**src/rtl/sam_pkg.sv**
```systemverilog
package sam_pkg;
    localparam int CODE_W   = 10;
    localparam int ID_W     = 2;
    localparam int NUM_SENS = 3;
    localparam int TEMP_ID  = 0;

    typedef enum logic {WIN_OK, WIN_ALARM} win_state_e;
    typedef enum logic {OT_COOL, OT_HOT} ot_state_e;
endpackage

```
**src/rtl/sam_window.sv**
```systemverilog
module sam_window
    import sam_pkg::*;
#(
    parameter int CW  = CODE_W,
    parameter int IW  = ID_W,
    parameter int IDX = 0
) (
    input  logic          clk,
    input  logic          rst_n,
    input  logic          meas_valid,
    input  logic [IW-1:0] meas_id,
    input  logic [CW-1:0] meas_code,
    input  logic [CW-1:0] lim_hi,
    input  logic [CW-1:0] lim_lo,
    output logic          alarm,
    output logic [CW-1:0] min_val,
    output logic [CW-1:0] max_val
);
    localparam logic [IW-1:0] MY_ID   = IW'(IDX);
    localparam logic [CW-1:0] CODE_HI = {CW{1'b1}};

    win_state_e state_q, state_d;
    logic       hit, outside;

    assign hit     = meas_valid && (meas_id == MY_ID);
    assign outside = (meas_code > lim_hi) || (meas_code < lim_lo);

    // next-state: GO_OUT and GO_IN
    always_comb begin
        state_d = state_q;
        unique case (state_q)
            WIN_OK:    if (hit && outside)  state_d = WIN_ALARM;
            WIN_ALARM: if (hit && !outside) state_d = WIN_OK;
        endcase
    end

    always_ff @(posedge clk or negedge rst_n) begin
        if (!rst_n) state_q <= WIN_OK;
        else        state_q <= state_d;
    end

    always_ff @(posedge clk or negedge rst_n) begin
        if (!rst_n) begin
            min_val <= CODE_HI;
            max_val <= '0;
        end else if (hit) begin
            if (meas_code < min_val) min_val <= meas_code;
            if (meas_code > max_val) max_val <= meas_code;
        end
    end

    always_comb alarm = (state_q == WIN_ALARM);

    // checker state: has any reading arrived for this sensor
    logic seen_q;
    always_ff @(posedge clk or negedge rst_n) begin
        if (!rst_n)   seen_q <= 1'b0;
        else if (hit) seen_q <= 1'b1;
    end

    a_r7_untouched_hold: assert property (@(posedge clk) disable iff (!rst_n)
        !hit |=> ($stable(alarm) && $stable(min_val) && $stable(max_val)));
    a_r6_min_not_above_max: assert property (@(posedge clk) disable iff (!rst_n)
        seen_q |-> (min_val <= max_val));
    a_r2_rise_needs_outside: assert property (@(posedge clk) disable iff (!rst_n)
        $rose(alarm) |-> ($past(meas_code) > $past(lim_hi) || $past(meas_code) < $past(lim_lo)));
    a_r3_fall_needs_inside: assert property (@(posedge clk) disable iff (!rst_n)
        $fell(alarm) |-> ($past(meas_code) <= $past(lim_hi) && $past(meas_code) >= $past(lim_lo)));
endmodule

```
**src/rtl/sam_ot.sv**
```systemverilog
module sam_ot
    import sam_pkg::*;
#(
    parameter int CW  = CODE_W,
    parameter int IW  = ID_W,
    parameter int TID = TEMP_ID
) (
    input  logic          clk,
    input  logic          rst_n,
    input  logic          meas_valid,
    input  logic [IW-1:0] meas_id,
    input  logic [CW-1:0] meas_code,
    input  logic          cfg_we,
    input  logic [CW-1:0] cfg_trip,
    input  logic [CW-1:0] cfg_release,
    output logic          ot_flag,
    output logic          pdown_req
);
    localparam logic [IW-1:0] T_ID = IW'(TID);

    ot_state_e     state_q, state_d;
    logic [CW-1:0] trip_q, rel_q;
    logic          temp_hit;

    assign temp_hit = meas_valid && (meas_id == T_ID);

    always_ff @(posedge clk or negedge rst_n) begin
        if (!rst_n) begin
            trip_q <= {CW{1'b1}};
            rel_q  <= '0;
        end else if (cfg_we) begin
            trip_q <= cfg_trip;
            rel_q  <= cfg_release;
        end
    end

    // next-state: TRIP and RELEASE
    always_comb begin
        state_d = state_q;
        unique case (state_q)
            OT_COOL: if (temp_hit && (meas_code > trip_q)) state_d = OT_HOT;
            OT_HOT:  if (temp_hit && (meas_code < rel_q))  state_d = OT_COOL;
        endcase
    end

    always_ff @(posedge clk or negedge rst_n) begin
        if (!rst_n) state_q <= OT_COOL;
        else        state_q <= state_d;
    end

    always_comb begin
        ot_flag   = (state_q == OT_HOT);
        pdown_req = (state_q == OT_HOT);
    end

    a_r4_trip_strict: assert property (@(posedge clk) disable iff (!rst_n)
        $rose(ot_flag) |-> ($past(meas_code) > $past(trip_q)));
    a_r5_release_strict: assert property (@(posedge clk) disable iff (!rst_n)
        $fell(ot_flag) |-> ($past(meas_code) < $past(rel_q) && $past(meas_id) == T_ID));
    a_r5_hot_holds: assert property (@(posedge clk) disable iff (!rst_n)
        (ot_flag && !temp_hit) |=> ot_flag);
endmodule

```
**src/rtl/sensor_alarm_unit.sv**
```systemverilog
module sensor_alarm_unit
    import sam_pkg::*;
#(
    parameter int CW = CODE_W,
    parameter int IW = ID_W,
    parameter int NS = NUM_SENS
) (
    input  logic           clk,
    input  logic           rst_n,
    input  logic           meas_valid,
    input  logic [IW-1:0]  meas_id,
    input  logic [CW-1:0]  meas_code,
    input  logic           lim_we,
    input  logic [IW-1:0]  lim_sel,
    input  logic [CW-1:0]  lim_hi,
    input  logic [CW-1:0]  lim_lo,
    input  logic           ot_we,
    input  logic [CW-1:0]  ot_trip,
    input  logic [CW-1:0]  ot_release,
    output logic [NS-1:0]  alarm,
    output logic           ot_flag,
    output logic           pdown_req,
    output logic           irq,
    output logic [NS*CW-1:0] min_vals,
    output logic [NS*CW-1:0] max_vals
);
    for (genvar i = 0; i < NS; i++) begin : g_sens
        logic [CW-1:0] hi_q, lo_q;

        always_ff @(posedge clk or negedge rst_n) begin
            if (!rst_n) begin
                hi_q <= {CW{1'b1}};
                lo_q <= '0;
            end else if (lim_we && (lim_sel == IW'(i))) begin
                hi_q <= lim_hi;
                lo_q <= lim_lo;
            end
        end

        sam_window #(.CW(CW), .IW(IW), .IDX(i)) u_win (
            .clk        (clk),
            .rst_n      (rst_n),
            .meas_valid (meas_valid),
            .meas_id    (meas_id),
            .meas_code  (meas_code),
            .lim_hi     (hi_q),
            .lim_lo     (lo_q),
            .alarm      (alarm[i]),
            .min_val    (min_vals[i*CW +: CW]),
            .max_val    (max_vals[i*CW +: CW])
        );
    end

    sam_ot #(.CW(CW), .IW(IW), .TID(TEMP_ID)) u_ot (
        .clk         (clk),
        .rst_n       (rst_n),
        .meas_valid  (meas_valid),
        .meas_id     (meas_id),
        .meas_code   (meas_code),
        .cfg_we      (ot_we),
        .cfg_trip    (ot_trip),
        .cfg_release (ot_release),
        .ot_flag     (ot_flag),
        .pdown_req   (pdown_req)
    );

    always_comb irq = (|alarm) || ot_flag;

    a_r8_irq_after_reading: assert property (@(posedge clk) disable iff (!rst_n)
        $rose(irq) |-> $past(meas_valid));
    a_r9_write_no_alarm_rise: assert property (@(posedge clk) disable iff (!rst_n)
        !meas_valid |=> !$rose(irq));
endmodule

```
**config.mk**
```make
export PLATFORM = sky130hd
export DESIGN_NAME = sensor_alarm_unit
export DESIGN_NICKNAME = d
export VERILOG_FILES = /design/src/rtl/sam_pkg.sv /design/src/rtl/sam_window.sv /design/src/rtl/sam_ot.sv /design/src/rtl/sensor_alarm_unit.sv
export SDC_FILE = /design/constraint.sdc
export NUM_CORES = 1
export LEC_CHECK = 0
export CAP_MARGIN = 20
export CORE_ASPECT_RATIO = 2
export CORE_MARGIN = 2
export CORE_UTILIZATION = 50
export CTS_CLUSTER_DIAMETER = 120
export DETAILED_ROUTE_END_ITERATION = 12
export PLACE_DENSITY = 0.72
export SETUP_SLACK_MARGIN = 0.3
export SLEW_MARGIN = 40
export SYNTH_ARGS = -nofsm -noshare
export SYNTH_HDL_FRONTEND = slang
export SYNTH_SLANG_ARGS = --single-unit
```
**constraint.sdc**
```tcl
create_clock -name clk -period 2.2 [get_ports clk]
set_input_delay 0.33 -clock clk [delete_from_list [all_inputs] [get_ports clk]]
set_output_delay 0.33 -clock clk [all_outputs]
set_load 0.05 [all_outputs]
```
# Yosys cells after proc, flatten, opt, wreduce, memory -nomap -nowiden

Index checks and enable logic that the tools add are counted.

Memories kept: 0
Memory bits (read-only): 0
Memory bits (writable): 0
Register bits after elaboration: 144
Latch bits: 0
Output and inout port bits: 66
Logic and storage cells: 82

Add/sub/neg operators: 0
Eq/ne operators: 4
$mul: 0
Shifts and indexed selects: 0
Reduce and logical (&&, ||, !) cells: 30
Muxes and demuxes: 12
Divide/modulo/power cells: 0
Bitwise logic cells: 4
Order comparisons: 14

Operator list:

| cell                                                 | number |
|---|---|
| > comparator 10 bit                                  | 7 |
| < comparator 10 bit                                  | 7 |
| logical AND 1 bit                                    | 14 |
| AND reduction 2 bit                                  | 6 |
| two-way mux 1 bit                                    | 8 |
| one-hot mux 1 bit (2 select lines)                   | 4 |
| equality test 2 x 1 -> 1 bit (second input constant) | 2 |
| equality test 2 bit (second input constant)          | 2 |
| logical NOT 2 bit                                    | 2 |
| logical OR 1 bit                                     | 4 |
| inverter 1 bit                                       | 4 |
| logical NOT 1 bit                                    | 3 |
| OR reduction 3 bit                                   | 1 |

# Logic depth before layout (Yosys ltp)

Word-level depth: 6
Mapped depth: 9
Gate-level depth less buffers: 7

# By module

From an unflattened synthesis, not the netlist that was laid out.

Cells, all modules: 792
Area, all modules: 8787.2 um2

By module, submodules not included:

| module                            | times used | area each (um2) | sequential area each (um2) | cells each |
|---|---|---|---|---|
| sam_window at g_sens[1].u_win ... | 2          | 1747.9          | 538.0                      | 176 |
| sensor_alarm_unit                 | 1          | 2284.7          | 1539.0                     | 130 |
| sam_window at g_sens[0].u_win     | 1          | 1774.2          | 538.0                      | 177 |
| sam_ot                            | 1          | 1232.4          | 538.0                      | 133 |

# Least setup slack after synthesis

No wires, ideal clock.

Path type: register -> register
From: register g_sens[2].u_win.min_val[2]
To: register g_sens[2].u_win.min_val[0]
Path slack: -0.016 ns
Stages on the path, launching flop included: 8
Library setup time: 0.082 ns
Required time: 2.118 ns
Arrival time: 2.134 ns
Cell sequence: dfstp_2 > inv_1 > ha_1 > nand2_1 > o21ai_0 > a21oi_1 > o31ai_4 > mux2_2

Cells in the longest elaborated chain, start to end: 2

Ends and longest elaborated chain:

| item                                 | line             | RTL |
|---|---|---|
| start: declaration                   | sam_window.sv:16 | `output logic [CW-1:0] min_val,` |
| start signal: assignment             | sam_window.sv:47 | `if (meas_code < min_val) min_val <= meas_code;` |
| < comparator 10 bit                  | sam_window.sv:47 |  |
| AND reduction 2 bit (no source line) | n/a              |  |

Every way passes these cells.
A chain may end at the register's enable or synchronous reset.

# Worst setup path after layout

From: register g_sens[1].u_win.max_val[8]
To: register g_sens[1].u_win.max_val[4]

Cells in the longest elaborated chain, start to end: 2

Ends and longest elaborated chain:

| item                                 | line             | RTL |
|---|---|---|
| start: declaration                   | sam_window.sv:17 | `output logic [CW-1:0] max_val` |
| start signal: assignment             | sam_window.sv:48 | `if (meas_code > max_val) max_val <= meas_code;` |
| > comparator 10 bit                  | sam_window.sv:48 |  |
| AND reduction 2 bit (no source line) | n/a              |  |

Every way passes these cells.

==> out/summary.log <==
INFO  clocking       numClockSinks=144
INFO  worst_setup_path slowest_delay=0.39ns
INFO  die            die_width=97.51µm
INFO  yosys          synth-edff-count=0
INFO  yosys          synthArstFlopShare=100.0%
INFO  global_route   grt_pass1_wl=38900µm
INFO  timing         clock_skew=0.007533ns
INFO  place          dp_worst_setup_slack=-0.4210ns
INFO  pwr            static-leakage-power=0.005868µW
INFO  clocking       clockBufferDepth=2
INFO  place          portBuffers=124
INFO  pwr            power.ir.vdd_worst=622.0µV
INFO  route          detail_route.wl_per_cell=20.63µm
INFO  worst_setup_path timing.critical_path.slowest_stage_cell=dfrtp_2
INFO  route          dr_total_vias=7085
INFO  finish         n_antenna_cell=0
INFO  worst_setup_path critPathCaptureType=flop
INFO  route          route.final.wire_length=26300µm
INFO  status         run_status=complete, no violations
INFO  clocking       cts_tree=done
INFO  timing         worst_pin_slew=0.5788ns
INFO  timing         finalWorstSetupSlack=0.1144ns
INFO  die            die_area=18630µm²
INFO  die            core_area=17190µm²
INFO  finish         syn_to_final_growth=43.25%
INFO  die            floorplan.die.height=191.0µm
INFO  route          via_per_inst=5.557
INFO  route          drt_iter0_markers=348
INFO  yosys          synthesis.nets=1011
INFO  global_route   grt_pass1_vias=7466
INFO  run            maxCapViolCount=0
INFO  min_path       worst_hold_path_type=input pin to async pin
INFO  worst_setup_path crit_type=flop to flop
INFO  timing         achievable-frequency=0.4795GHz
INFO  worst_setup_path startpoint=g_sens[1].u_win.max_val[8]
INFO  clocking       clock_latency=0.43ns
INFO  worst_setup_path rr_worst_depth=8
INFO  place          post-dp-hpwl=17820µm
INFO  timing         maxSlewHeadroom=61.42%
INFO  yosys          main_flop_type_after_synthesis=dfrtp_1
INFO  clocking       numCtsBuffers=17
INFO  worst_setup_path critical_path_required=2.51ns
INFO  finish         mostFrequentLayoutCell=inv_1
INFO  timing         finalHoldViolations=0
INFO  worst_setup_path timing.critical_path.from_type=flop
INFO  die            num_io_pins=125
INFO  clocking       clkTransAtPathRegs=0.06ns
INFO  global_route   grt_use_total=27.36%
INFO  finish         final_layout_size_suffix_gt1_share=43.76%
INFO  finish         final_nets=1244
INFO  clocking       cts.htree.levels=4
INFO  clocking       clk_root_buffer_cell=clkbuf_16
INFO  worst_setup_path critical_path_peak_fanout=7
INFO  yosys          ys_ff_latch=144
INFO  global_route   grt_antenna_before_repair=0
INFO  pwr            power_density=1231nW/µm²
INFO  yosys          synth_area=8745µm²
INFO  place          globalplace.congestion=0.8727
INFO  worst_setup_path regToRegEndpoint=g_sens[1].u_win.max_val[4]
INFO  yosys          synth.distinct_cells=43
INFO  timing         timing.final.crit_period=2.086ns
INFO  finish         mostFrequentLayoutCells=inv_1 (103), ha_1 (97), buf_4 (78)
INFO  route          detail_route.first_pass.iterations=4
INFO  pwr            post_layout_power=15420µW
INFO  route          postRouteAntennaNets=0
INFO  worst_setup_path reg_to_reg_startpoint=g_sens[1].u_win.max_val[8]
INFO  die            initial_utilization=50.88%
INFO  timing         layout_worst_path_cycle_share=94.80%
INFO  yosys          yosys_warnings=0
INFO  yosys          synthesis.instances=819
INFO  timing         setup_viol=0
INFO  die            std_cell_rows=68
INFO  worst_setup_path timing.critical_path.cells=inv_2 -> ha_4 -> nand4_1 -> nor2_2 -> a21o_1 -> o31a_1 -> buf_6 -> mux2_4
INFO  yosys          synth.yosys.seq_area_share=42.21%
INFO  route          drt_drc_violations_left=0
INFO  yosys          avgSynthCellArea=10.68µm²
INFO  global_route   grt_max_degree=57
INFO  global_route   globalRouteOverflowTotal=0
INFO  timing         final_max_slew_viol_count=0
INFO  worst_setup_path cp_data_arrival_time=2.39ns
INFO  worst_setup_path r2r_slack=0.11ns
INFO  timing         setup_repair_after_global_routing_missed_its_margin=yes
## flip-flops by register name (all words and copies together) (netlist names), named ones only
signal	count
g_sens.hi_q	30
g_sens.lo_q	30
g_sens.u_win.max_val	30
g_sens.u_win.min_val	30
u_ot.rel_q	10
u_ot.trip_q	10
u_ot.ot_flag	1
## what timing repair did
action / 4_1_cts / 5_1_grt
cloned: 3 / 0
pin swaps: 19 / 33
endpoints found under the setup margin: 130 / 74
hold endpoints to repair: 22 / 0
buffers inserted: 23 / 16
resized for setup: 132 / 91
hold buffers: 1 / 0
## synthesized netlist by cell type, types with 2 or more instances
cell type | count | area, µm²
inv_1 | 134 | 503.0
mux2_2 | 103 | 1160
o211ai_1 | 2 | 15.01
nand2_1 | 57 | 214.0
buf_2 | 3 | 15.01
o21a_1 | 5 | 37.54
ha_1 | 133 | 1664
o31ai_4 | 3 | 63.81
dfrtp_1 | 74 | 1852
and4_1 | 4 | 35.03
a211o_1 | 9 | 78.83
a41oi_1 | 4 | 35.03
nand4_1 | 14 | 87.58
nand3_1 | 6 | 30.03
nand2b_1 | 3 | 18.77
nand3b_1 | 4 | 30.03
nor2b_1 | 8 | 50.05
buf_4 | 4 | 30.03
a22o_1 | 2 | 17.52
o31a_1 | 3 | 26.28
a211oi_1 | 7 | 52.55
clkbuf_1 | 13 | 48.80
a21o_1 | 10 | 75.07
o21ai_0 | 57 | 285.3
dfstp_2 | 70 | 1839
a21oi_1 | 47 | 235.2
nor3_1 | 5 | 25.02
a31oi_1 | 5 | 31.28
nor2_1 | 16 | 60.06
## layer usage
metal  wire length, µm  GRT usage, %  share of wire (%)
met2             14640         52.84                 56
met4              1876         18.00                7.1
met5                 0             0                  0
met3               708         3.437                2.7
met1              9081         26.61                 35
## critical path: cells and delay by family (launching register included)
family          cells  cell delay, ns
fa+ha+maj           1            0.26
compound gates      2            0.40
mux                 1            0.31
simple gates        2            0.36
flops               1            0.39
buf+inv             2            0.23
## logic make-up after synthesis
family,share of synthesized area [%]
AO/OA/AOI/OAI,11.45
buffers and inverters,6.954
flip-flops,42.21
adder cells (fa/ha/maj),19.03
AND/OR/NAND/NOR,6.925
multiplexers,13.44
## power by group
| part | switching, µW | leakage, µW | internal, µW |
|---|---|---|---|
| Combinational | 4740 | 0.00400 | 3250 |
| Clock | 1130 | 0.000282 | 1780 |
| Sequential | 707 | 0.00159 | 3820 |
## cell type report
| class | count | area (µm²) |
|---|---|---|
| clock inverters | 10 | 108.9 |
| flip-flops and latches | 144 | 3730 |
| multi-input cells | 521 | 5207 |
| well taps | 210 | 262.8 |
| clock buffers | 22 | 484.2 |
| inverters | 134 | 503.0 |
| repair buffers | 234 | 2231 |
| fillers | 1200 | 4659 |
## worst max-delay path by stage
stage,to,slack [ns],cells after the start
global route,g_sens[0].u_win.max_val[9],0.04,8
floorplan,g_sens[0].u_win.min_val[2],0.05,7
global placement,g_sens[0].u_win.max_val[1],-0.40,8
detailed placement,g_sens[1].u_win.max_val[4],-0.42,9
finish,g_sens[1].u_win.max_val[4],0.11,8
CTS,g_sens[1].u_win.min_val[1],0.20,8
## through the flow
step / instance area (µm²) / hold WS (ns) / instances / TNS [ns] / util (%)
2_1_floorplan: 9011 / 0.03441 / 819 / 0 / -
3_3_place_gp: 11090 / 0.3364 / 1200 / -20.53 / 64.51
3_5_place_dp: 11090 / 0.3337 / 1200 / -21.28 / 64.51
4_1_cts: 12120 / 0.4435 / 1259 / 0 / 70.49
5_1_grt: 12530 / 0.4641 / 1275 / 0 / 72.89
6_report: 12530 / 0.4363 / 1275 / 0 / 72.89
No activity file was read; power rests on OpenSTA's default activity.
